$ cat config.mk
export PLATFORM = sky130hd
export DESIGN_NAME = spi_cmd_engine
export DESIGN_NICKNAME = d
export VERILOG_FILES = /design/src/rtl/spi_cmd_pkg.sv /design/src/rtl/spi_cmd_regfile.sv /design/src/rtl/spi_cmd_framer.sv /design/src/rtl/spi_cmd_clkgen.sv /design/src/rtl/spi_cmd_shifter.sv /design/src/rtl/spi_cmd_engine.sv
export SDC_FILE = /design/constraint.sdc
export NUM_CORES = 1
export LEC_CHECK = 0
export BUFFER_PORTS_ARGS = -buffer_cell sky130_fd_sc_hd__buf_2
export CORE_ASPECT_RATIO = 0.75
export CORE_MARGIN = 2
export CORE_UTILIZATION = 55
export DETAILED_ROUTE_END_ITERATION = 10
export PLACE_DENSITY_LB_ADDON = 0.05
export SYNTH_ARGS = -nofsm -noshare
export SYNTH_HDL_FRONTEND = slang
export SYNTH_HIERARCHICAL = 1
export SYNTH_SLANG_ARGS = --single-unit
$ cat constraint.sdc
create_clock -name clk -period 3.1 [get_ports clk]
set_input_delay 0.775 -clock clk [delete_from_list [all_inputs] [get_ports clk]]
set_output_delay 0.775 -clock clk [all_outputs]
set_load 0.02 [all_outputs]
$ cat src/rtl/spi_cmd_pkg.sv
// Package: shared constants, register offsets and length decoding for the
// SPI command engine. Assumes 8-bit bytes and the fixed 1/2/4/5 write map.
package spi_cmd_pkg;

    localparam int BYTE_W    = 8;
    localparam int MAX_WR    = 5;
    localparam int MAX_RD    = 3;
    localparam int FRAME_W   = MAX_WR * BYTE_W;
    localparam int CNT_W     = $clog2(BYTE_W * (MAX_WR + MAX_RD) + 1);
    localparam int IDX_W     = $clog2(MAX_RD);
    localparam int BIT_IDX_W = $clog2(BYTE_W);

    localparam logic [3:0] GO_KEY = 4'h5;

    localparam logic [2:0] OFS_CTRL    = 3'd0;
    localparam logic [2:0] OFS_CMD     = 3'd1;
    localparam logic [2:0] OFS_ADR_LO  = 3'd2;
    localparam logic [2:0] OFS_ADR_MID = 3'd3;
    localparam logic [2:0] OFS_ADR_HI  = 3'd4;
    localparam logic [2:0] OFS_RX0     = 3'd5;
    localparam logic [2:0] OFS_RX1     = 3'd6;
    localparam logic [2:0] OFS_DATA    = 3'd7;

    typedef logic [BYTE_W-1:0] byte_t;

    // Byte count selected by the two-bit write code.
    function automatic logic [2:0] wr_bytes(input logic [1:0] code);
        case (code)
            2'd0:    wr_bytes = 3'd1;
            2'd1:    wr_bytes = 3'd2;
            2'd2:    wr_bytes = 3'd4;
            default: wr_bytes = 3'd5;
        endcase
    endfunction

    // Bit count of the write phase.
    function automatic logic [CNT_W-1:0] wr_bits(input logic [1:0] code);
        wr_bits = CNT_W'(BYTE_W * int'(wr_bytes(code)));
    endfunction

    // Bit count of the read phase.
    function automatic logic [CNT_W-1:0] rd_bits(input logic [1:0] cnt);
        rd_bits = CNT_W'(BYTE_W * int'(cnt));
    endfunction

endpackage

$ cat src/rtl/spi_cmd_regfile.sv
// Module: host register file. Holds the command, address and data bytes, the
// received bytes and the last accepted control nibble. Detects a valid start.
// Assumes reads are combinational and writes take effect at the clock edge.
module spi_cmd_regfile
    import spi_cmd_pkg::*;
(
    input  logic              clk,
    input  logic              rst_n,
    input  logic              wr_en,
    input  logic [2:0]        ofs,
    input  byte_t             wr_data,
    output byte_t             rd_data,
    input  logic              busy,
    output logic              start,
    input  logic              rx_valid,
    input  logic [IDX_W-1:0]  rx_idx,
    input  byte_t             rx_byte,
    output byte_t             cmd_q,
    output byte_t             adr_hi_q,
    output byte_t             adr_mid_q,
    output byte_t             adr_lo_q,
    output byte_t             data_q
);

    logic [3:0] ctrl_q;
    byte_t      rx_q [MAX_RD];

    // Start request: keyed control write while the engine is idle.
    always_comb begin
        start = wr_en && (ofs == OFS_CTRL) && (wr_data[7:4] == GO_KEY) && !busy;
    end

    // Transmit-side byte registers, written at any time by the host.
    always_ff @(posedge clk) begin
        if (!rst_n) begin
            cmd_q     <= '0;
            adr_hi_q  <= '0;
            adr_mid_q <= '0;
            adr_lo_q  <= '0;
            data_q    <= '0;
        end else if (wr_en) begin
            case (ofs)
                OFS_CMD:     cmd_q     <= wr_data;
                OFS_ADR_LO:  adr_lo_q  <= wr_data;
                OFS_ADR_MID: adr_mid_q <= wr_data;
                OFS_ADR_HI:  adr_hi_q  <= wr_data;
                OFS_DATA:    data_q    <= wr_data;
                default:     ;
            endcase
        end
    end

    // Control nibble of the last accepted start, shown in the status byte.
    always_ff @(posedge clk) begin
        if (!rst_n) begin
            ctrl_q <= '0;
        end else if (start) begin
            ctrl_q <= wr_data[3:0];
        end
    end

    // One receive register per reply slot, loaded when its byte completes.
    for (genvar gi = 0; gi < MAX_RD; gi++) begin : g_rx
        always_ff @(posedge clk) begin
            if (!rst_n) begin
                rx_q[gi] <= '0;
            end else if (rx_valid && (rx_idx == IDX_W'(gi))) begin
                rx_q[gi] <= rx_byte;
            end
        end
    end

    // Read multiplexer; offset 7 reads back the third received byte.
    always_comb begin
        case (ofs)
            OFS_CTRL:    rd_data = {busy, 3'b000, ctrl_q};
            OFS_CMD:     rd_data = cmd_q;
            OFS_ADR_LO:  rd_data = adr_lo_q;
            OFS_ADR_MID: rd_data = adr_mid_q;
            OFS_ADR_HI:  rd_data = adr_hi_q;
            OFS_RX0:     rd_data = rx_q[0];
            OFS_RX1:     rd_data = rx_q[1];
            default:     rd_data = rx_q[2];
        endcase
    end

    AST_BUSY_START_IGNORED: assert property (@(posedge clk) disable iff (!rst_n)
        (wr_en && (ofs == OFS_CTRL) && busy) |=> $stable(ctrl_q));

endmodule

$ cat src/rtl/spi_cmd_framer.sv
// Module: assembles the left-aligned wire frame from the byte registers and
// the write code. Assumes unused tail positions are zero so that mosi is low
// during the read phase.
module spi_cmd_framer
    import spi_cmd_pkg::*;
(
    input  logic [1:0]         code,
    input  byte_t              cmd,
    input  byte_t              adr_hi,
    input  byte_t              adr_mid,
    input  byte_t              adr_lo,
    input  byte_t              data,
    output logic [FRAME_W-1:0] frame
);

    // Byte order per code: the address goes out high offset first.
    always_comb begin
        case (code)
            2'd0:    frame = {cmd, {(4*BYTE_W){1'b0}}};
            2'd1:    frame = {cmd, data, {(3*BYTE_W){1'b0}}};
            2'd2:    frame = {cmd, adr_hi, adr_mid, adr_lo, {BYTE_W{1'b0}}};
            default: frame = {cmd, adr_hi, adr_mid, adr_lo, data};
        endcase
    end

endmodule

$ cat src/rtl/spi_cmd_clkgen.sv
// Module: half-period timer for sclk. Emits a one-cycle tick every HALF_DIV
// clocks while run is high; restarts from zero whenever run is low.
module spi_cmd_clkgen #(
    parameter int HALF_DIV = 2
) (
    input  logic clk,
    input  logic rst_n,
    input  logic run,
    output logic tick
);

    localparam int CW = (HALF_DIV > 1) ? $clog2(HALF_DIV) : 1;
    localparam logic [CW-1:0] LAST = CW'(HALF_DIV - 1);

    logic [CW-1:0] hcnt;

    // Phase boundary indication.
    always_comb begin
        tick = run && (hcnt == LAST);
    end

    // Half-period counter.
    always_ff @(posedge clk) begin
        if (!rst_n || !run || tick) begin
            hcnt <= '0;
        end else begin
            hcnt <= hcnt + CW'(1);
        end
    end

    AST_HALF_IN_RANGE: assert property (@(posedge clk) disable iff (!rst_n)
        run |-> (hcnt <= LAST));

endmodule

$ cat src/rtl/spi_cmd_shifter.sv
// Module: bit engine. Latches the frame and lengths at start, drives sclk and
// mosi in mode 0, samples miso on rising sclk and reports completed reply
// bytes. Assumes tick marks each sclk phase boundary.
module spi_cmd_shifter
    import spi_cmd_pkg::*;
(
    input  logic               clk,
    input  logic               rst_n,
    input  logic               start,
    input  logic [FRAME_W-1:0] frame,
    input  logic [1:0]         wr_code,
    input  logic [1:0]         rd_cnt,
    input  logic               tick,
    input  logic               miso,
    output logic               active,
    output logic               sclk,
    output logic               mosi,
    output logic               rx_valid,
    output logic [IDX_W-1:0]   rx_idx,
    output byte_t              rx_byte
);

    logic [FRAME_W-1:0] tx_sr;
    logic [CNT_W-1:0]   bit_q;
    logic [CNT_W-1:0]   wb_q;
    logic [CNT_W-1:0]   tot_q;
    logic [CNT_W-1:0]   rel;
    byte_t              rx_sr;
    logic               rise;
    logic               fall;
    logic               in_rd;
    logic               last;

    // Edge decode and reply-byte completion.
    always_comb begin
        rise     = active && tick && !sclk;
        fall     = active && tick && sclk;
        in_rd    = (bit_q >= wb_q);
        rel      = bit_q - wb_q;
        last     = (bit_q == (tot_q - CNT_W'(1)));
        rx_byte  = {rx_sr[BYTE_W-2:0], miso};
        rx_idx   = rel[BIT_IDX_W +: IDX_W];
        rx_valid = rise && in_rd && (rel[BIT_IDX_W-1:0] == {BIT_IDX_W{1'b1}});
    end

    // Transaction state: launch, rising-edge capture, falling-edge shift.
    always_ff @(posedge clk) begin
        if (!rst_n) begin
            active <= 1'b0;
            sclk   <= 1'b0;
            mosi   <= 1'b0;
            tx_sr  <= '0;
            bit_q  <= '0;
            wb_q   <= '0;
            tot_q  <= '0;
            rx_sr  <= '0;
        end else if (start && !active) begin
            active <= 1'b1;
            sclk   <= 1'b0;
            mosi   <= frame[FRAME_W-1];
            tx_sr  <= frame << 1;
            bit_q  <= '0;
            wb_q   <= wr_bits(wr_code);
            tot_q  <= wr_bits(wr_code) + rd_bits(rd_cnt);
            rx_sr  <= '0;
        end else if (rise) begin
            sclk <= 1'b1;
            if (in_rd) begin
                rx_sr <= rx_byte;
            end
        end else if (fall) begin
            sclk <= 1'b0;
            if (last) begin
                active <= 1'b0;
                mosi   <= 1'b0;
            end else begin
                bit_q <= bit_q + CNT_W'(1);
                mosi  <= tx_sr[FRAME_W-1];
                tx_sr <= tx_sr << 1;
            end
        end
    end

    AST_MOSI_HOLD_HIGH: assert property (@(posedge clk) disable iff (!rst_n)
        (active && sclk) |=> (!sclk || $stable(mosi)));
    AST_BIT_IN_FRAME: assert property (@(posedge clk) disable iff (!rst_n)
        active |-> (bit_q < tot_q));
    AST_RX_SLOT_VALID: assert property (@(posedge clk) disable iff (!rst_n)
        rx_valid |-> (rel < (tot_q - wb_q)));
    AST_END_ON_FALL: assert property (@(posedge clk) disable iff (!rst_n)
        $fell(active) |-> ($past(sclk) && !sclk));

endmodule

$ cat src/rtl/spi_cmd_engine.sv
// Module: top of the SPI command engine. Connects the register file, frame
// builder, sclk timer and bit engine. Assumes a single clock domain and an
// externally synchronised miso.
module spi_cmd_engine
    import spi_cmd_pkg::*;
#(
    parameter int HALF_DIV = 2
) (
    input  logic       clk,
    input  logic       rst_n,
    input  logic       reg_wr,
    input  logic [2:0] reg_ofs,
    input  logic [7:0] reg_wdata,
    output logic [7:0] reg_rdata,
    input  logic       miso,
    output logic       sclk,
    output logic       mosi,
    output logic       cs_n
);

    logic               busy;
    logic               start;
    logic               tick;
    logic               rx_valid;
    logic [IDX_W-1:0]   rx_idx;
    byte_t              rx_byte;
    byte_t              cmd_q;
    byte_t              adr_hi_q;
    byte_t              adr_mid_q;
    byte_t              adr_lo_q;
    byte_t              data_q;
    logic [FRAME_W-1:0] frame;

    spi_cmd_regfile u_regs (
        .clk       (clk),
        .rst_n     (rst_n),
        .wr_en     (reg_wr),
        .ofs       (reg_ofs),
        .wr_data   (reg_wdata),
        .rd_data   (reg_rdata),
        .busy      (busy),
        .start     (start),
        .rx_valid  (rx_valid),
        .rx_idx    (rx_idx),
        .rx_byte   (rx_byte),
        .cmd_q     (cmd_q),
        .adr_hi_q  (adr_hi_q),
        .adr_mid_q (adr_mid_q),
        .adr_lo_q  (adr_lo_q),
        .data_q    (data_q)
    );

    spi_cmd_framer u_frame (
        .code    (reg_wdata[1:0]),
        .cmd     (cmd_q),
        .adr_hi  (adr_hi_q),
        .adr_mid (adr_mid_q),
        .adr_lo  (adr_lo_q),
        .data    (data_q),
        .frame   (frame)
    );

    spi_cmd_clkgen #(.HALF_DIV(HALF_DIV)) u_clk (
        .clk   (clk),
        .rst_n (rst_n),
        .run   (busy),
        .tick  (tick)
    );

    spi_cmd_shifter u_shift (
        .clk      (clk),
        .rst_n    (rst_n),
        .start    (start),
        .frame    (frame),
        .wr_code  (reg_wdata[1:0]),
        .rd_cnt   (reg_wdata[3:2]),
        .tick     (tick),
        .miso     (miso),
        .active   (busy),
        .sclk     (sclk),
        .mosi     (mosi),
        .rx_valid (rx_valid),
        .rx_idx   (rx_idx),
        .rx_byte  (rx_byte)
    );

    // Chip select follows the transaction window.
    always_comb begin
        cs_n = !busy;
    end

    AST_IDLE_SCLK_LOW: assert property (@(posedge clk) disable iff (!rst_n)
        cs_n |-> !sclk);
    AST_CS_FALL_ON_START: assert property (@(posedge clk) disable iff (!rst_n)
        start |=> !cs_n);

endmodule

; ---- Yosys cells after proc, flatten, opt, wreduce, memory -nomap -nowiden
; Memories as Yosys holds them, arrays and structs flattened.
; Cells that the tools add are included.
[totals]
ff_bits = 111
ram_bits = 24
inputBits = 15
word_cells = 111
mem_count = 1
[memory_table]
columns = name, depth, width, read_ports, rd_ports_with_merged_regs, write_ports, line_no
row1 = u_regs.rx_q, 3, 8, 3, 0, 3, spi_cmd_regfile.sv:26  ; byte_t rx_q [MAX_RD];
[classes]
add_sub_neg = 5
magnitude_cmp = 1
eq_ne = 16
mux = 32
bitwise = 6
n_reduce_logical = 35
[ops]
columns = operator, n
row1 = $mux 40, 4
row2 = $pmux 32 s3, 1
row3 = $pmux 8 s7, 1
row4 = $mux 8, 3
row5 = $mux 1, 20
row6 = $eq 3x3->1 const B, 5
row7 = $reduce_and 2->1, 7
row8 = $logic_and 1x1->1, 13
row9 = $pmux 3 s3, 1
row10 = $reduce_and 3->1, 3
row11 = $add 6x5->7, 1
row12 = $add 7x1->7 const B, 1
row13 = $eq 7x7->1, 1
row14 = $ge 7x6->1, 1
row15 = $sub 7x1->7 const B, 1
row16 = $eq 3x2->1 const B, 2
row17 = $mux 3, 2
row18 = $reduce_bool 2->1, 3
row19 = $sub 5x5->5, 1
row20 = $eq 2x1->1 const B, 2
row21 = $eq 2x2->1 const B, 2
row22 = $eq 4x3->1 const B, 1
row23 = $logic_not 2->1, 2
row24 = $ne 2x2->1 const B, 2
row25 = 8 further kinds, 15

; ---- Depth between registers and ports, before layout
; Gate-level depths: netlist of the first run.
[depth]
depth_word = 10
depth_mapped = 10

; ---- Hierarchy
; Netlist of the first run, hierarchy kept.
[by_module_without_submodules]
columns = module, n_inst, cells_each, area_per_inst_um2, seq_area_each_um2
row1 = spi_cmd_shifter, 1, 348, 3246.9, 1261.2
row2 = spi_cmd_regfile, 1, 319, 3208.1, 1601.5
row3 = spi_cmd_framer, 1, 45, 315.3, 0.0
row4 = spi_cmd_clkgen, 1, 3, 36.3, 20.0
row5 = spi_cmd_engine, 1, 1, 3.8, 0.0

; ---- Worst setup path before layout of the first run
; OpenSTA, ideal clock, no wires.
[synth_timing]
kind = register -> register
from = register u_shift.bit_q[3]
to = memory u_regs/rx_q[0][0] (netlist bit), enable pin
setup_time_ns = 0.384
t_arrival_ns = 2.350
slack_ns = 0.366
stages_incl_launch_ff = 10
synth_period_minus_slack_ns = 2.734
cell_sequence = dfxtp_1 -> inv_1 -> ha_1 -> fa_1 -> a21boi_0 -> o31a_1 -> buf_2 -> and2_1 -> nand2b_1 -> o21ai_0
[synth_lines]
columns = item, line_no
row1 = from (decl), spi_cmd_shifter.sv:24  ; logic [CNT_W-1:0] bit_q;
row2 = from (signal assigned), spi_cmd_shifter.sv:77  ; bit_q <= bit_q + CNT_W'(1);
row3 = to (decl), spi_cmd_regfile.sv:26

; ---- Final worst setup path of the first run
[layout_timing]
from = input port reg_ofs[1]
to = output port reg_rdata[7]
[layout_between]
elab_chain_cells = 2
elab_cells_between_ends = 8
cone_classes = 6 x eq/ne / 1 x mux / 1 x reduce/logical
[layout_rtl]
columns = item, line_no
row1 = from (decl), spi_cmd_engine.sv:12  ; input logic [2:0] reg_ofs,
row2 = $eq 3x3->1 (tied with other cells), spi_cmd_regfile.sv:75  ; case (ofs)
row3 = $pmux 8 s7 *, spi_cmd_regfile.sv:75
row4 = to (decl), spi_cmd_engine.sv:14  ; output logic [7:0] reg_rdata,
; Every way passes the cells marked *; elsewhere a longest branch is shown, timed or not.

==> run summary, run 1 <==
Total CTS buffers = 17
Worst setup SP type = input pin
Final setup viols = 0
Ranking of synthesized cells by area = dfxtp_1, edfxtp_1, mux2i_1
Logic pwr share = 5.9%
# hold bufs at CTS = 0
Initial DRC Count = 421
Setup_tns = 0 ns
Number of synthesized flops with an enable pin = 24
Worst Path Max Fanout = 23
Fmax = 0.347 GHz
Total I/O pin count = 26
Skew final = 0.0105 ns
WL/cell = 19.0 um
Port buffer count = 25
Initial antenna violation count = 0
DP Area = 6880 sq um
Sw Pwr = 1000 uW
Leakage Power = 0.00280 uW
Post-DR vias/cell = 5.91
Status = finished clean
Mapped Nets = 745
Overall routed net length = 17100 um
Clk network pwr share = 50.0%
Routability congestion estimate = 0.859
CTS sink cnt = 132
Cell-internal power = 3060 uW
Post-CTS sizing = 0
Clock root cell = clkbuf_16
Leading area contributor after synthesis = dfxtp_1
Drt first pass iters = 5
Fin crit period = 2.88 ns
Post-CTS setup buffer count = 0
Vias in the first global route = 4993
Grt total ovfl = 0
Cell row count = 35
Fin crit share = 93.0%
Data arrival, critical path = 2.11 ns
Ys async rst share = 0%
MaxCap Viol Count = 0
Final net count = 747
Share of the core filled with cells = 61.5%
Hold Vio Cnt, Final = 0
Final slew viol count = 0
FF+latch count, synth = 132
Post-route DRC = 0
Largest net degree at the start of global routing = 51
Die W = 132 um
DIE AREA = 13300 sq um
Syn Area/Cell = 9.51 sq um
Flop pwr share = 44.1%
Fin area = 7480 sq um
Critical path type = in -> out
CP Data Required Time = 2.32 ns
Synth-to-Final Area Change = 9.87%
Syn Inst Count = 716
Synth cell types = 64
Worst skew pair latency = 0.42 ns
YS warnings = 6
Reg clk slew, reported paths = 0.06 ns
Layout cells sized above 1 = 19.0%
Total global routing track utilization = 26.7%
Sequential cell area fraction in the yosys report = 42.3%
Total core area = 12200 sq um
Slew @ Worst Pin = 0.519 ns
CTS tree = built
Die Ht = 100 um
Max Buffers Root-to-Sink = 2
Synth top area share = 31.7%
R2R depth = 9
Starting density of the core = 55.9%
Global-route wire length before repair = 27100 um
Worst Setup End Kind = primary output
H-tree Lvls = 4
Switching fraction of total power = 24.7%
Most used DFF post-synth = dfxtp_1
Hold WC Path Type = reg -> reg
# diodes = 0
Max_slew headroom = 65.3%
Setup slack at placement = 0.233 ns
Mapped cell area = 6810 sq um
VDD IR-drop max = 446 uV
Post-DP HPWL = 12200 um
Pwr dens = 543 nW/um^2
Antenna viol nets, final = 0
Hold path depth = 2
RSZ-0062 raised after global routing = no
Setup WS post-layout = 0.217 ns
Vias = 5297
==> final timing paths <==
path / from / endpoint / slack [ns]
max: reg_ofs[1] / reg_rdata[7] / 0.22
min: u_shift/tx_sr[1] / u_shift/tx_sr[1] / 0.47
max reg2reg: u_shift/bit_q[3] / u_regs/rx_q[2][1] / 0.64
min reg2reg: u_shift/tx_sr[1] / u_shift/tx_sr[1] / 0.47
==> synth_stat cells, drive strengths merged, types with 2 or more instances <==
| cell type | count |
|---|---|
| fa | 2 |
| a21oi | 22 |
| and4bb | 4 |
| dfxtp | 108 |
| a311oi | 2 |
| o211ai | 2 |
| and2 | 44 |
| mux2 | 6 |
| buf | 42 |
| o22ai | 4 |
| inv | 19 |
| edfxtp | 24 |
| a211oi | 42 |
| nand4 | 3 |
| nor3b | 2 |
| nand3b | 4 |
| nor2b | 9 |
| and4 | 2 |
| or3 | 2 |
| xnor2 | 5 |
| and3 | 14 |
| nand2b | 5 |
| clkbuf | 21 |
| nor2 | 71 |
| ha | 12 |
| nor3 | 42 |
| o32a | 2 |
| nand4b | 2 |
| a21boi | 5 |
| mux2i | 42 |
| xor2 | 4 |
| nand3 | 8 |
| a22o | 9 |
| nand2 | 62 |
| o21ai | 48 |
| a31oi | 2 |
| a221oi | 6 |
| o221a | 2 |
| o221ai | 2 |
==> layout by cell type (no fill, tap or decap), drive strengths merged, types with 24 or more instances in the layout <==
| cell type | Yosys | routed |
|---|---|---|
| dfxtp | 108 | 108 |
| nor2 | 71 | 71 |
| nand2 | 62 | 62 |
| o21ai | 48 | 48 |
| buf | 42 | 46 |
| and2 | 44 | 44 |
| mux2i | 42 | 42 |
| nor3 | 42 | 42 |
| a211oi | 42 | 42 |
| inv | 19 | 25 |
| edfxtp | 24 | 24 |
==> critical path, stage by stage <==
cell and delay [ns]:
buf_2 0.37, nor2b_1 0.38, and3_1 0.25, o32a_1 0.17
buf_2 0.16
==> layout make-up <==
cell class / instances / area (sq um)
Multi-Input combinational cell: 501 / 3410
Timing Repair Buffer: 46 / 308
Tap cell: 166 / 208
Clock inverter: 15 / 173
Clock buffer: 17 / 425
Fill cell: 1054 / 4690
Inverter: 20 / 75.1
Sequential cell: 132 / 2880
==> metal layers <==
metal  GRT usage (%)  up-vias  share of wire (%)  wire length, um
met5               0        -                  0                0
met4            8.85        0                1.9              316
met3            5.96       26                5.9             1000
met2            40.8      150                 44             7490
met1            37.6     2586                 48             8250
li1                -     2535                  -                -
==> registers in the layout, summed over array words and instances (netlist names) <==
signal            cells
u_regs/ctrl_q         4
u_shift/active        1
u_shift/tx_sr        39
u_regs/cmd_q          8
u_shift/sclk          1
u_shift/mosi          1
u_shift/rx_sr         7
u_shift/bit_q         7
u_clk/hcnt            1
u_regs/adr_mid_q      8
u_shift/tot_q         4
u_shift/wb_q          3
u_regs/adr_lo_q       8
u_regs/adr_hi_q       8
u_regs/rx_q          24
u_regs/data_q         8
==> cell families (layout without fill, tap and decap cells) <==
family	count (synthesis)	in the layout	share of synthesized area [%]
adder cells (fa/ha/maj)	14	14	2.79
AO/OA/AOI/OAI	153	153	16.4
multiplexers	48	48	7.17
buffers and inverters	83	98	7.72
XOR/XNOR	10	10	1.71
flip-flops	132	132	42.3
AND/OR/NAND/NOR	276	276	21.9
==> power groups by stage <==
stage               Combinational, uW  Sequential [uW]  Clock [uW]
floorplan                         168             1820           0
global placement                  233             1830           0
detailed placement                238             1830           0
CTS                               238             1790        2060
global route                      262             1790        2130
finish                            241             1790        2030
==> stage by stage <==
step / std cells / hold slack, ns / total power (uW)
floorplan: 716 / 0.432 / 1980
detailed placement: 865 / 0.454 / 2060
finish: 897 / 0.466 / 4060
global placement: 865 / 0.446 / 2060
CTS: 897 / 0.463 / 4090
global route: 897 / 0.493 / 4190
Power figures use the tool's default switching activity.
==> inputs of run 2 (changes only) <==
--- a/config.mk
+++ b/config.mk
@@ -8,9 +8,10 @@
 export BUFFER_PORTS_ARGS = -buffer_cell sky130_fd_sc_hd__buf_2
 export CORE_ASPECT_RATIO = 0.75
 export CORE_MARGIN = 2
-export CORE_UTILIZATION = 55
+export CORE_UTILIZATION = 41
 export DETAILED_ROUTE_END_ITERATION = 10
 export PLACE_DENSITY_LB_ADDON = 0.05
+export RECOVER_POWER = 25
 export SYNTH_ARGS = -nofsm -noshare
 export SYNTH_HDL_FRONTEND = slang
 export SYNTH_HIERARCHICAL = 1
==> run summary, run 2 (synthesis results as in run 1) <==
Max_slew headroom = 15.5% (-50 points)
Post-CTS sizing = 0 (unchanged)
Fmax = 0.339 GHz (-2.2%)
# hold bufs at CTS = 0 (unchanged)
Pwr Total = 3960 uW (-2.6%)
Clock root cell = clkbuf_16
Max Buffers Root-to-Sink = 2 (unchanged)
Cell row count = 40 (+14%)
Setup_tns = 0 ns (unchanged)
Layout cells sized above 1 = 18.2% (-0.85 points)
Leakage Power = 0.00277 uW (-1.1%)
Vias in the first global route = 5049 (+1.1%)
CP Data Required Time = 2.32 ns (about the same)
Global-route wire length before repair = 29000 um (+6.7%)
RSZ-0062 raised after global routing = no
Largest regs = u_shift/tx_sr: 39 flops, u_regs/rx_q: 24 flops
Die W = 153 um (+15%)
Worst Setup End Kind = primary output
Total core area = 16100 sq um (+32%)
WL/cell = 19.0 um (-0.12%)
Most frequent cells in the layout = dfxtp_1, nor2_1, nand2_1
Final slew viol count = 0 (unchanged)
Critical path type = in -> out
Post-CTS setup buffer count = 0 (unchanged)
Vias = 5200 (-1.8%)
Worst skew pair latency = 0.42 ns (about the same)
Fin crit share = 95.1% (+2.1 points)
Total global routing track utilization = 21.2% (-5.5 points)
Port buffer count = 25 (unchanged)
MaxCap Viol Count = 0 (unchanged)
Worst Path Max Fanout = 30 (+30%)
H-tree Lvls = 4 (unchanged)
Top reg by flops = u_shift/tx_sr
Starting density of the core = 42.3% (-14 points)
Slew @ Worst Pin = 1.27 ns (+0.748 ns)
VDD IR-drop max = 364 uV (-18%)
Fill cells = 1556 (+48%)
Hold Vio Cnt, Final = 0 (unchanged)
Pwr dens = 527 nW/um^2 (-2.9%)
Reg clk slew, reported paths = 0.05 ns (about the same)
Max FFs per register = 39 (unchanged)
Share of the core filled with cells = 46.6% (-15 points)
Synth-to-Final Area Change = 10.2%
CTS sink cnt = 132 (unchanged)
Final net count = 748 (+0.13%)
Routability congestion estimate = 0.852 (-0.72%)
Die Ht = 116 um (+15%)
Drt first pass iters = 5 (unchanged)
Grt total ovfl = 0 (unchanged)
Total CTS buffers = 17 (unchanged)
DIE AREA = 17700 sq um (+33%)
Worst setup SP type = input pin
Post-DP HPWL = 12800 um (+5.5%)
Status = finished clean
Post-route DRC = 0 (unchanged)
Data arrival, critical path = 2.17 ns (+0.06 ns)
Commonest non-fill, non-tap cell in the layout = dfxtp_1
Hold WC Path Type = reg -> reg
Antenna viol nets, final = 0 (unchanged)
Fin crit period = 2.95 ns (+0.0655 ns)
Overall routed net length = 17900 um (+4.9%)
CTS tree = built
Largest net degree at the start of global routing = 43 (-16%)
Total I/O pin count = 26 (unchanged)
Initial antenna violation count = 0 (unchanged)
Final setup viols = 0 (unchanged)
# diodes = 0 (unchanged)
Initial DRC Count = 391 (-7.1%)
Post-DR vias/cell = 5.52 (-6.5%)
Skew final = 0.0102 ns (-0.000244 ns)
run 2: worst paths after layout:
check / start / endpoint / slack (ns) / cells past startpoint
setup / recovery: reg_ofs[1] / reg_rdata[5] / 0.15 / 5
hold / removal: u_regs/ctrl_q[1] / u_regs/ctrl_q[1] / 0.46 / 2
hold reg to reg: u_regs/ctrl_q[1] / u_regs/ctrl_q[1] / 0.46 / 2
setup reg to reg: u_shift/bit_q[3] / u_regs/rx_q[2][7] / 0.66 / 9
run 2: layout make-up:
type / count / area, sq um / area share [%]
multi-input combinational: 501 / 3410 / 45.5
sequential: 132 / 2880 / 38.4
clock buffer: 23 / 489 / 6.52
timing repair buffer: 47 / 305 / 4.07
tap: 210 / 263 / 3.50
clock inverter: 9 / 77.6 / 1.03
inverter: 20 / 75.1 / 1.00
run 2: power by group:
| group | internal (uW) | switching, uW | total, uW |
|---|---|---|---|
| sequential | 1770 | 21.9 | 1790 |
| clock | 1190 | 739 | 1920 |
| combinational | 81.9 | 158 | 240 |
| total | 3040 | 919 | 3960 |
run 2: per-layer routing:
metal | up-vias | wire length (um) | GRT usage, %
met5 | - | 0 | 0
met4 | 0 | 184 | 4.81
met3 | 13 | 624 | 4.67
met2 | 96 | 7900 | 32.6
met1 | 2554 | 9180 | 30.7
li1 | 2537 | - | -
run 2: worst max-delay path, cell delays in order:
cell      delay [ns]
buf_2           0.45
mux2_2          0.40
a221oi_1        0.30
a211oi_1        0.07
buf_2           0.17
run 2: metrics by stage:
stage               instance area, sq um  instances  setup slack [ns]  hold slack, ns
finish                              7500        942             0.151           0.460
global route                        7500        942            0.0757           0.494
CTS                                 7510        942             0.169           0.464
detailed placement                  6950        910             0.173           0.456
global placement                    6950        910             0.210           0.451
floorplan                           6810        716             0.366           0.432
==> inputs of run 3 (changes only) <==
--- a/config.mk
+++ b/config.mk
@@ -9,6 +9,7 @@
 export CORE_ASPECT_RATIO = 0.75
 export CORE_MARGIN = 2
 export CORE_UTILIZATION = 41
+export CTS_BUF_LIST = sky130_fd_sc_hd__clkbuf_4
 export DETAILED_ROUTE_END_ITERATION = 10
 export PLACE_DENSITY_LB_ADDON = 0.05
 export RECOVER_POWER = 25
==> run summary, run 3 (synthesis results as in run 1) <==
DIE AREA = 17700 sq um (unchanged)
Worst Path Max Fanout = 29 (-3.3%)
Crit-path slowest cell = buf_2
Met2 routed WL = 7930 um (+0.41%)
Reg clk slew, reported paths = 0.10 ns (+0.05 ns)
Grt total ovfl = 0 (unchanged)
Hold WC Path Type = reg -> reg
Max incr delay on CP = 0.43 ns (-0.02 ns)
CP Data Required Time = 2.32 ns (about the same)
Post-DP HPWL = 12800 um (unchanged)
CP most frequent cell = buf_2
Post-CTS setup buffer count = 0 (unchanged)
Total core area = 16100 sq um (unchanged)
Largest regs = u_shift/tx_sr: 39 flops, u_regs/rx_q: 24 flops
H-tree Lvls = 4 (unchanged)
Post-CTS sizing = 0 (unchanged)
Post-route DRC = 0 (unchanged)
VDD IR-drop max = 195 uV (-46%)
Post-DR vias/cell = 5.47 (-0.83%)
Antenna viol nets, final = 0 (unchanged)
Global-route wire length before repair = 28800 um (-0.50%)
Initial DRC Count = 407 (+4.1%)
Most frequent cells in the layout = dfxtp_1, nor2_1, nand2_1
Initial antenna violation count = 0 (unchanged)
Die Ht = 116 um (unchanged)
Fmax = 0.340 GHz (+0.14%)
Cell row count = 40 (unchanged)
Clock root cell = clkbuf_4
Fin crit period = 2.94 ns (-0.00410 ns)
# diodes = 0 (unchanged)
CTS tree = built
Total I/O pin count = 26 (unchanged)
Setup_tns = 0 ns (unchanged)
CTS sink cnt = 132 (unchanged)
Port buffer count = 25 (unchanged)
Hold Slack = 0.469 ns (+0.00821 ns)
Critical path cell sequence = buf_2, nor2b_1, a221o_1, a22o_1, buf_2
Met1 wire length = 9300 um (+1.3%)
Largest net degree at the start of global routing = 43 (unchanged)
Commonest non-fill, non-tap cell in the layout = dfxtp_1
Area of the multi-input gates = 3410 sq um (unchanged)
WL/cell = 19.0 um (about the same)
Fill cells = 1582 (+1.7%)
Worst Setup End Kind = primary output
Vias = 5157 (-0.83%)
Data arrival, critical path = 2.17 ns (about the same)
Max_slew headroom = 16.2% (+0.71 points)
Final slew viol count = 0 (unchanged)
Status = finished clean
Synth-to-Final Area Change = 5.79%
Final net count = 748 (unchanged)
Fin crit share = 95.0% (-0.13 points)
Top reg by flops = u_shift/tx_sr
RSZ-0062 raised after global routing = no
# hold bufs at CTS = 0 (unchanged)
Leakage Power = 0.00264 uW (-4.4%)
Skew final = 0.0181 ns (+0.00784 ns)
Routability congestion estimate = 0.852 (unchanged)
Max Buffers Root-to-Sink = 2 (unchanged)
Hold Vio Cnt, Final = 0 (unchanged)
Met3 wire len = 525 um (-16%)
Max FFs per register = 39 (unchanged)
Overall routed net length = 17900 um (about the same)
Vias in the first global route = 5017 (-0.63%)
Total CTS buffers = 17 (unchanged)
DR top layer = met4
Register area = 2880 sq um (unchanged)
Critical path type = in -> out
Total global routing track utilization = 21.1% (-0.070 points)
Drt first pass iters = 4 (-1)
Slew @ Worst Pin = 1.26 ns (-0.0106 ns)
Die W = 153 um (unchanged)
Worst skew pair latency = 0.53 ns (+0.11 ns)
Final setup viols = 0 (unchanged)
Layout cells sized above 1 = 18.6% (+0.41 points)
Worst setup SP type = input pin
Pwr dens = 439 nW/um^2 (-17%)
MaxCap Viol Count = 0 (unchanged)
Starting density of the core = 42.3% (unchanged)
[run 3: cell count changes in the layout (fill, tap and decap cells not counted), sizes merged]
cell,previous run,this run
buf,42,44
clkbuf,28,23
clkinv,6,8
bufinv,1,2
[run 3: area by class of cell]
| class | instances | area share, % |
|---|---|---|
| multi-input combinational | 501 | 47.3 |
| sequential | 132 | 40.0 |
| timing repair buffer | 47 | 4.27 |
| tap | 210 | 3.65 |
| clock buffer | 20 | 2.08 |
| clock inverter | 12 | 1.60 |
| inverter | 20 | 1.04 |
[run 3: routing by layer]
metal | GRT usage (%) | up-vias
met5 | 0 | -
met4 | 5.00 | 0
met3 | 4.45 | 9
met2 | 32.5 | 78
met1 | 30.7 | 2535
li1 | - | 2535
[run 3: stage by stage]
stage	util [%]	power (uW)	setup WS [ns]	std cells	cell area, sq um
final	44.7	3160	0.155	942	7200
after global routing	44.7	3320	0.0757	942	7200
after CTS	44.8	3200	0.169	942	7210
after detailed placement	43.1	2070	0.173	910	6950
after global placement	43.1	2060	0.210	910	6950
after floorplan	-	1980	0.366	716	6810
[run 3: worst paths after layout]
kind              slack [ns]  cells after the start        startpoint                 to
setup reg to reg        0.63                      9  u_shift/bit_q[3]  u_regs/rx_q[2][0]
hold / removal          0.47                      2  u_regs/ctrl_q[1]   u_regs/ctrl_q[1]
setup / recovery        0.16                      5        reg_ofs[0]       reg_rdata[6]
hold reg to reg         0.47                      2  u_regs/ctrl_q[1]   u_regs/ctrl_q[1]
[run 3: worst max-delay path: cells and delay by family]
kind / cells / cell delay (ns)
AOI/OAI and AO/OA: 2 / 0.60
and+or+nand+nor: 1 / 0.18
buffers and inverters: 2 / 0.59
[run 3: power by group]
group          internal (uW)  switching (uW)  leakage (uW)
registers               1770            21.8       0.00112
clock network            492             642      0.000143
logic                   82.0             159       0.00138
